### config.mk
export PLATFORM = sky130hd
export DESIGN_NAME = fpmm_unit
export DESIGN_NICKNAME = d
export VERILOG_FILES = /design/src/rtl/fpmm_pkg.sv /design/src/rtl/fpmm_classify.sv /design/src/rtl/fpmm_order.sv /design/src/rtl/fpmm_pick.sv /design/src/rtl/fpmm_unit.sv
export SDC_FILE = /design/constraint.sdc
export NUM_CORES = 1
export LEC_CHECK = 0
export ABC_AREA = 1
export BUFFER_PORTS_ARGS = -buffer_cell sky130_fd_sc_hd__buf_4
export CORE_ASPECT_RATIO = 0.6
export CORE_MARGIN = 8
export CORE_UTILIZATION = 28
export DETAILED_ROUTE_END_ITERATION = 10
export PLACE_DENSITY = 0.51
export SLEW_MARGIN = 25
export SYNTH_ARGS = -nofsm -noshare
export SYNTH_HDL_FRONTEND = slang
export SYNTH_HIERARCHICAL = 1
export SYNTH_SLANG_ARGS = --single-unit
### constraint.sdc
create_clock -name clk -period 0.8 [get_ports clk]
set_clock_uncertainty 0.1 [all_clocks]
set_input_delay 0.08 -clock clk [delete_from_list [all_inputs] [get_ports clk]]
set_output_delay 0.08 -clock clk [all_outputs]
set_load 0.02 [all_outputs]
### src/rtl/fpmm_pkg.sv
package fpmm_pkg;

   typedef enum logic {
      FPMM_MIN = 1'b0,
      FPMM_MAX = 1'b1
   } fpmm_op_e;

   // per-operand classification produced by fpmm_classify
   typedef struct packed {
      logic nan;
      logic snan;
      logic sign;
   } fpmm_cls_t;

   localparam int FPMM_NUM_FMT = 2;   // lane 0 = binary32, lane 1 = binary64

endpackage

### src/rtl/fpmm_classify.sv
module fpmm_classify
   import fpmm_pkg::*;
#(
   parameter int EXP_W = 8,
   parameter int MAN_W = 23,
   localparam int W = 1 + EXP_W + MAN_W
) (
   input  logic [W-1:0] val,
   output fpmm_cls_t    cls,
   output logic [W-2:0] mag
);
   logic exp_full;
   logic man_any;
   logic quiet_bit;

   assign exp_full  = &val[W-2 -: EXP_W];
   assign man_any   = |val[MAN_W-1:0];
   assign quiet_bit = val[MAN_W-1];

   always_comb begin
      cls.nan  = exp_full & man_any;
      cls.snan = exp_full & man_any & ~quiet_bit;
      cls.sign = val[W-1];
   end

   assign mag = val[W-2:0];
endmodule

### src/rtl/fpmm_order.sv
module fpmm_order #(
   parameter int W = 32
) (
   input  logic         sign_a,
   input  logic         sign_b,
   input  logic [W-2:0] mag_a,
   input  logic [W-2:0] mag_b,
   output logic         a_below
);
   logic mag_lt;
   logic mag_gt;

   assign mag_lt = mag_a < mag_b;
   assign mag_gt = mag_a > mag_b;

   always_comb begin
      if (sign_a != sign_b)
         a_below = sign_a;                 // negative side ranks lower, covers -0 < +0
      else if (sign_a)
         a_below = mag_gt;                 // both negative: larger magnitude is smaller
      else
         a_below = mag_lt;
   end
endmodule

### src/rtl/fpmm_pick.sv
module fpmm_pick
   import fpmm_pkg::*;
#(
   parameter int W = 32
) (
   input  fpmm_op_e     op,
   input  logic         nan_a,
   input  logic         nan_b,
   input  logic         snan_a,
   input  logic         snan_b,
   input  logic         a_below,
   input  logic [W-1:0] a,
   input  logic [W-1:0] b,
   output logic [W-1:0] res,
   output logic         inv
);
   logic take_a;

   assign take_a = (op == FPMM_MIN) ? a_below : ~a_below;

   always_comb begin
      unique case ({nan_a, nan_b})
         2'b11:   res = '1;
         2'b10:   res = b;
         2'b01:   res = a;
         default: res = take_a ? a : b;
      endcase
   end

   assign inv = snan_a | snan_b;
endmodule

### src/rtl/fpmm_unit.sv
module fpmm_unit
   import fpmm_pkg::*;
#(
   parameter int DATA_W = 64,
   parameter int SP_EXP = 8,
   parameter int SP_MAN = 23,
   parameter int DP_EXP = 11,
   parameter int DP_MAN = 52
) (
   input  logic              clk,
   input  logic              rst_n,
   input  logic              in_valid,
   input  logic              op_max,
   input  logic              dbl_sel,
   input  logic [DATA_W-1:0] opa,
   input  logic [DATA_W-1:0] opb,
   output logic              out_valid,
   output logic [DATA_W-1:0] result,
   output logic              invalid
);
   localparam int SP_W = 1 + SP_EXP + SP_MAN;
   localparam int DP_W = 1 + DP_EXP + DP_MAN;

   if (DP_W > DATA_W) begin : g_bad_width
      $error("fpmm_unit: binary64 lane wider than DATA_W");
   end
   if (SP_W >= DP_W) begin : g_bad_order
      $error("fpmm_unit: single lane must be narrower than double lane");
   end
   if (SP_MAN < 2 || DP_MAN < 2 || SP_EXP < 2 || DP_EXP < 2) begin : g_bad_field
      $error("fpmm_unit: exponent and mantissa need at least two bits");
   end

   fpmm_op_e          op_sel;
   logic [DATA_W-1:0] lane_res [FPMM_NUM_FMT];
   logic              lane_inv [FPMM_NUM_FMT];
   logic [DATA_W-1:0] nxt_res;
   logic              nxt_inv;

   assign op_sel = op_max ? FPMM_MAX : FPMM_MIN;

   for (genvar g = 0; g < FPMM_NUM_FMT; g++) begin : g_lane
      localparam int EW = (g == 0) ? SP_EXP : DP_EXP;
      localparam int MW = (g == 0) ? SP_MAN : DP_MAN;
      localparam int LW = 1 + EW + MW;

      fpmm_cls_t     cls_a;
      fpmm_cls_t     cls_b;
      logic [LW-2:0] mag_a;
      logic [LW-2:0] mag_b;
      logic          a_below;
      logic [LW-1:0] lres;
      logic          linv;

      fpmm_classify #(.EXP_W(EW), .MAN_W(MW)) u_cls_a (
         .val (opa[LW-1:0]),
         .cls (cls_a),
         .mag (mag_a)
      );

      fpmm_classify #(.EXP_W(EW), .MAN_W(MW)) u_cls_b (
         .val (opb[LW-1:0]),
         .cls (cls_b),
         .mag (mag_b)
      );

      fpmm_order #(.W(LW)) u_order (
         .sign_a  (cls_a.sign),
         .sign_b  (cls_b.sign),
         .mag_a   (mag_a),
         .mag_b   (mag_b),
         .a_below (a_below)
      );

      fpmm_pick #(.W(LW)) u_pick (
         .op      (op_sel),
         .nan_a   (cls_a.nan),
         .nan_b   (cls_b.nan),
         .snan_a  (cls_a.snan),
         .snan_b  (cls_b.snan),
         .a_below (a_below),
         .a       (opa[LW-1:0]),
         .b       (opb[LW-1:0]),
         .res     (lres),
         .inv     (linv)
      );

      assign lane_res[g] = DATA_W'(lres);
      assign lane_inv[g] = linv;
   end

   assign nxt_res = dbl_sel ? lane_res[1] : lane_res[0];
   assign nxt_inv = dbl_sel ? lane_inv[1] : lane_inv[0];

   always_ff @(posedge clk or negedge rst_n) begin
      if (!rst_n) begin
         out_valid <= 1'b0;
         result    <= '0;
         invalid   <= 1'b0;
      end else begin
         out_valid <= in_valid;
         if (in_valid) begin
            result  <= nxt_res;
            invalid <= nxt_inv;
         end
      end
   end
endmodule

* After elaboration in Yosys (flattened, before gate mapping)
Cells that the tools add are included.
Storage, ports and cells: register bits after elaboration 66, latch bits 0, RAM bits 0, memory bits (read-only) 0, bits of input ports 133, output and inout bits 66, word-level logic and storage cells 52, memories 0
Cells by class: $add $sub $neg 0, multipliers 0, divide/modulo/power cells 0, $lt $le $gt $ge 4, equal/unequal tests 8, shift operators 0, multiplexer cells 13, bitwise logic cells 16, reductions and logical operators 8
Operators with widths (number):
- $pmux W64 S3 | 1
- $mux W64 | 2
- $reduce_or A52 Y1 | 2
- $pmux W32 S3 | 1
- $gt A63 B63 Y1 | 1
- $lt A63 B63 Y1 | 1
- $reduce_or A23 Y1 | 2
- $mux W32 | 1
- $gt A31 B31 Y1 | 1
- $lt A31 B31 Y1 | 1
- $reduce_and A11 Y1 | 2
- $reduce_and A8 Y1 | 2
- $and A1 B1 Y1 | 8
- $eq A2 B2 Y1 const B | 4
- $mux W1 | 8
- $not A1 Y1 | 6
- $eq A2 B1 Y1 const B | 2
- $ne A1 B1 Y1 | 2
- $or A1 B1 Y1 | 2

* Longest topological paths before layout
depth in word-level cells 8, mapped depth 28, gate-level depth less buffers 26

* Hierarchy
The synthesis kept the hierarchy.
By module, submodules not included:
- fpmm_unit | instances 1, cells each 419, area each 3125.5 um^2, seq. area each 1651.6 um^2
- fpmm_pick at g_lane[1].u_pick | instances 1, cells each 571, area each 2722.6 um^2, seq. area each 0.0 um^2
- fpmm_order at g_lane[1].u_order | instances 1, cells each 308, area each 1803.0 um^2, seq. area each 0.0 um^2
- fpmm_classify at g_lane[1].u_cls_a ... | instances 2, cells each 121, area each 708.2 um^2, seq. area each 0.0 um^2
- fpmm_pick at g_lane[0].u_pick | instances 1, cells each 290, area each 1335.0 um^2, seq. area each 0.0 um^2
- fpmm_order at g_lane[0].u_order | instances 1, cells each 158, area each 915.9 um^2, seq. area each 0.0 um^2
- fpmm_classify at g_lane[0].u_cls_a ... | instances 2, cells each 60, area each 354.1 um^2, seq. area each 0.0 um^2

* Least setup slack after synthesis
Ideal clock, no wire load.
kind input -> register, start input opa[14], end register result[10], setup time 0.117 ns, arrival 2.074 ns, required time 0.583 ns, path slack -1.491 ns, stages on the path 26, path buffers 2, cells stage by stage buf_4 > ha_1 > nand2_1 > nor2_2 > inv_1 > nor2_2 > nand2_1 > nand2_1 > nand2_1 > nand2_1 > nand2_1 > nand2_2 > nand2_1 > nand2_1 > nand2_1 > inv_1 > inv_2 > nand2_2 > buf_6 > nand3_1 > nand3_1 > nand2_1 > inv_1 > nand2_1 > nand3_1 > nand2_1
Between the ends: word-level cells in the longest chain between the ends 8, elaborated cells between the ends (all ways) 27, classes of those cells order compare: 4; eq/ne: 6; mux: 11; bitwise: 4; reduce/logical: 2
RTL lines:
- start, declared | line fpmm_unit.sv:15 | input logic [DATA_W-1:0] opa,
- $lt A63 B63 Y1 or $gt A63 B63 Y1 (tied branches) | line fpmm_order.sv:13, fpmm_order.sv:14
- $mux W1 * | line fpmm_order.sv:19 | else if (sign_a)
- $mux W1 * | line fpmm_order.sv:17 | if (sign_a != sign_b)
- via g_lane[1].a_below | line fpmm_unit.sv:51 | logic a_below;
- $not A1 Y1 | line fpmm_pick.sv:19 | assign take_a = (op == FPMM_MIN) ? a_below : ~a_below;
- $mux W1 * | line fpmm_pick.sv:19
- $mux W64 * | line fpmm_pick.sv:26 | default: res = take_a ? a : b;
- $pmux W64 S3 * | line fpmm_pick.sv:22 | unique case ({nan_a, nan_b})
- via g_lane[1].lres[10] | line fpmm_unit.sv:52 | logic [LW-1:0] lres;
- $mux W64 * | line fpmm_unit.sv:92 | assign nxt_res = dbl_sel ? lane_res[1] : lane_res[0];
- end signal, assigned | line fpmm_unit.sv:103 | result <= nxt_res;
- end, declared | line fpmm_unit.sv:18 | output logic [DATA_W-1:0] result,
Mark *: on every way through the listed nets, which the timed path passes. The rest lies on a longest branch. A chain may end at the register's enable or synchronous reset.

* Worst setup path in the final report
start input opb[62], end register result[9]
Between the ends: word-level cells in the longest chain between the ends 8, elaborated cells between the ends (all ways) 14, classes of those cells order compare: 2; eq/ne: 3; mux: 6; bitwise: 2; reduce/logical: 1
RTL lines:
- start, declared | line fpmm_unit.sv:16 | input logic [DATA_W-1:0] opb,
- $lt A63 B63 Y1 or $gt A63 B63 Y1 (tied branches) | line fpmm_order.sv:13, fpmm_order.sv:14
- $mux W1 * | line fpmm_order.sv:19
- $mux W1 * | line fpmm_order.sv:17
- via g_lane[1].a_below | line fpmm_unit.sv:51
- $not A1 Y1 | line fpmm_pick.sv:19
- $mux W1 * | line fpmm_pick.sv:19
- $mux W64 * | line fpmm_pick.sv:26
- $pmux W64 S3 * | line fpmm_pick.sv:22
- via g_lane[1].lres[9] | line fpmm_unit.sv:52
- $mux W64 * | line fpmm_unit.sv:92
Marked as above.

==> impl_metrics.yaml <==
setup_path:
  end_kind: "flop"
  worstSetupPathType: "in -> reg"
  arrival_ns: 2.65
  required_ns: 0.99
  cp_max_fo: 8
  ff2ff_setup_slack_ns: -0.16
  startpoint_type: "input port"
power:
  power_density_nw_per_um2: 1100
  finalPower_mw: 19.2
  vdd_ir_drop_max_uv: 1150
  p_leak_nw: 9.85
clock_network:
  cts_buffer_depth: 2
  clkTransAtPathRegs_ns: 0.07
  htree_levels: 3
  root_buffer: "clkbuf_16"
  numClockSinks: 66
  tritoncts: "done"
  numCtsBuffers: 9
  clock_latency_ns: 0.35
synthesis:
  synthesis.area_um2: 12000
  yosysSeqAreaShare_pct: 13.7
  synth-seq-cells: 66
  synthDistinctLibCells: 27
  synth_cells: 2108
  yosysWarnings: 6
  synth_fp_nets: 2335
  syn_area_per_cell_um2: 5.71
global_routing:
  grt_pass1_wl_mm: 78.8
  overflow: 0
  grt_pass1_vias: 14000
  antenna_found_initial: 0
  grtUsageTotal_pct: 19.5
  grt_max_degree: 38
sta:
  post-route-period-util_pct: 307
  fmax_ghz: 0.408
  setup_viol: 131
  fin_tns_setup_ns: -116.74
  hold_viol_final: 0
  slew_headroom_pct: 67.9
  tightestPinTransition_ns: 0.482
  rsz0062_at_grt: "yes"
  fin_ws_ns: -1.65
  slew_viol_final: 0
  period_minus_slack_ns: 2.45
outcome:
  status: "complete, but fails checks"
  violations: "setup timing"
floorplan:
  core_um2: 42200
  start_util_pct: 28.5
  dieHeight_um: 177
  die_w_um: 284
  fp-row-count: 58
  ios: 199
  dieArea_um2: 50100
placement:
  globalplace.congestion: 0.878
  portBuffers: 198
  place_hpwl_mm: 36.6
  postPlaceCellArea_um2: 14500
finish:
  synthToLayoutAreaGrowth_pct: 44.6
  post-route-util_pct: 41.2
  nets: 2524
  final_cell_area_um2: 17400
  drive_gt1_share_pct: 34.0
  fillers: 4368
  num_antenna_cells: 0
hold_path:
  hold_class: "in -> async"
drt:
  dr.first_iter.drc_count: 1213
  post_drt_wl_per_cell_um: 18.0
  drc: 0
  num_vias: 14000
  wirelength_mm: 51.6
  drtAntennaViolNets: 0
  detail_route.vias_per_cell: 4.89
  drt_pass1_iterations: 5
flow_run:
  cap_violations: 0
[sequential cells by signal (all words and copies together) (netlist names)]
name	cells
invalid	1
result	64
out_valid	1
[cell type report]
class / instances / area, µm² / share of cell area (%)
Clock buffer: 13 / 270 / 1.55
Sequential cell: 66 / 1650 / 9.50
Multi-Input combinational cell: 1338 / 8360 / 48.1
Tap cell: 570 / 713 / 4.10
Inverter: 416 / 1600 / 9.19
Timing Repair Buffer: 466 / 4760 / 27.4
Clock inverter: 2 / 35.0 / 0.201
[layout by cell type (no fill, tap or decap), drive strengths merged, types with 21 or more instances in the layout]
cell    instances
a21oi          33
inv           414
clkbuf         21
o21ai         194
ha             94
nor2          132
buf           457
nand3         368
dfrtp          66
nand2         485
[worst max-delay path, stage by stage]
cell	delay [ns]
buf_8	0.08
inv_4	0.03
ha_4	0.26
nand4_1	0.25
inv_2	0.18
buf_6	0.11
nand3_2	0.05
nor2_2	0.12
nand4_1	0.15
nand2_2	0.11
nand2_2	0.06
nand2_2	0.08
clkinv_4	0.12
clkinv_8	0.11
nand2_8	0.14
buf_12	0.19
nand3_2	0.06
nand3_2	0.07
nand2_1	0.08
inv_1	0.05
nand2_1	0.08
nand3_2	0.09
nand2_2	0.08
[layer usage]
layer  track usage [%]  wire length, µm
met1              27.0            23500
met2              30.4            22400
met3              4.52             4650
met4              4.86             1110
met5                 0                0
[synthesized netlist by cell type (all sizes together)]
| cell type | number | area share, % |
|---|---|---|
| nand2 | 484 | 15 |
| o21ai | 194 | 8.1 |
| nor2 | 132 | 4.5 |
| nand3 | 368 | 15 |
| or2 | 4 | 0.21 |
| nor3 | 5 | 0.33 |
| clkbuf | 18 | 0.63 |
| dfrtp | 66 | 14 |
| a21oi | 33 | 1.4 |
| nand4 | 15 | 0.78 |
| a21o | 6 | 0.37 |
| ha | 94 | 9.8 |
| inv | 416 | 13 |
| and2 | 2 | 0.10 |
| buf | 271 | 16 |
[final timing paths]
check                           start          to  cells after the start
setup reg to reg           result[35]  result[35]                      4
max in group asynchronous       rst_n  result[60]                      3
setup / recovery              opb[62]   result[9]                     23
min in group clk             in_valid   out_valid                      2
hold / removal                  rst_n  result[26]                      2
hold reg to reg            result[21]  result[21]                      2
[metrics by stage]
| step | setup slack [ns] | hold slack (ns) | std cells |
|---|---|---|---|
| global route | -1.76 | 0.0202 | 2871 |
| CTS | -1.53 | 0.00741 | 2849 |
| global placement | -2.17 | -0.164 | 2802 |
| detailed placement | -2.17 | -0.166 | 2802 |
| finish | -1.65 | 0.0263 | 2871 |
| floorplan | -1.38 | -0.316 | 2108 |
[logic make-up after synthesis]
group | Yosys count | synth area share, %
and+or+nand+nor | 1010 | 36.6
buffers and inverters | 705 | 30.1
DFF | 66 | 13.7
adders and majority gates | 94 | 9.78
AOI/OAI and AO/OA | 233 | 9.82
[timing repair]
| item | 4_1_cts | 5_1_grt |
|---|---|---|
| gates cloned | 9 | 9 |
| setup buffers | 23 | 15 |
| pin swaps | 69 | 124 |
| setup endpoints to repair | 131 | 131 |
| gates resized for setup | 224 | 202 |
| hold buffers | 1 | 0 |
| hold endpoints to repair | 66 | 0 |
[power by group]
part / total [mW] / switching, mW / internal, mW
clock network: 4.31 / 1.66 / 2.65
logic: 10.7 / 5.82 / 4.92
registers: 4.14 / 0.360 / 3.78
total: 19.2 / 7.84 / 11.3
(Power assumes the default switching activity.)
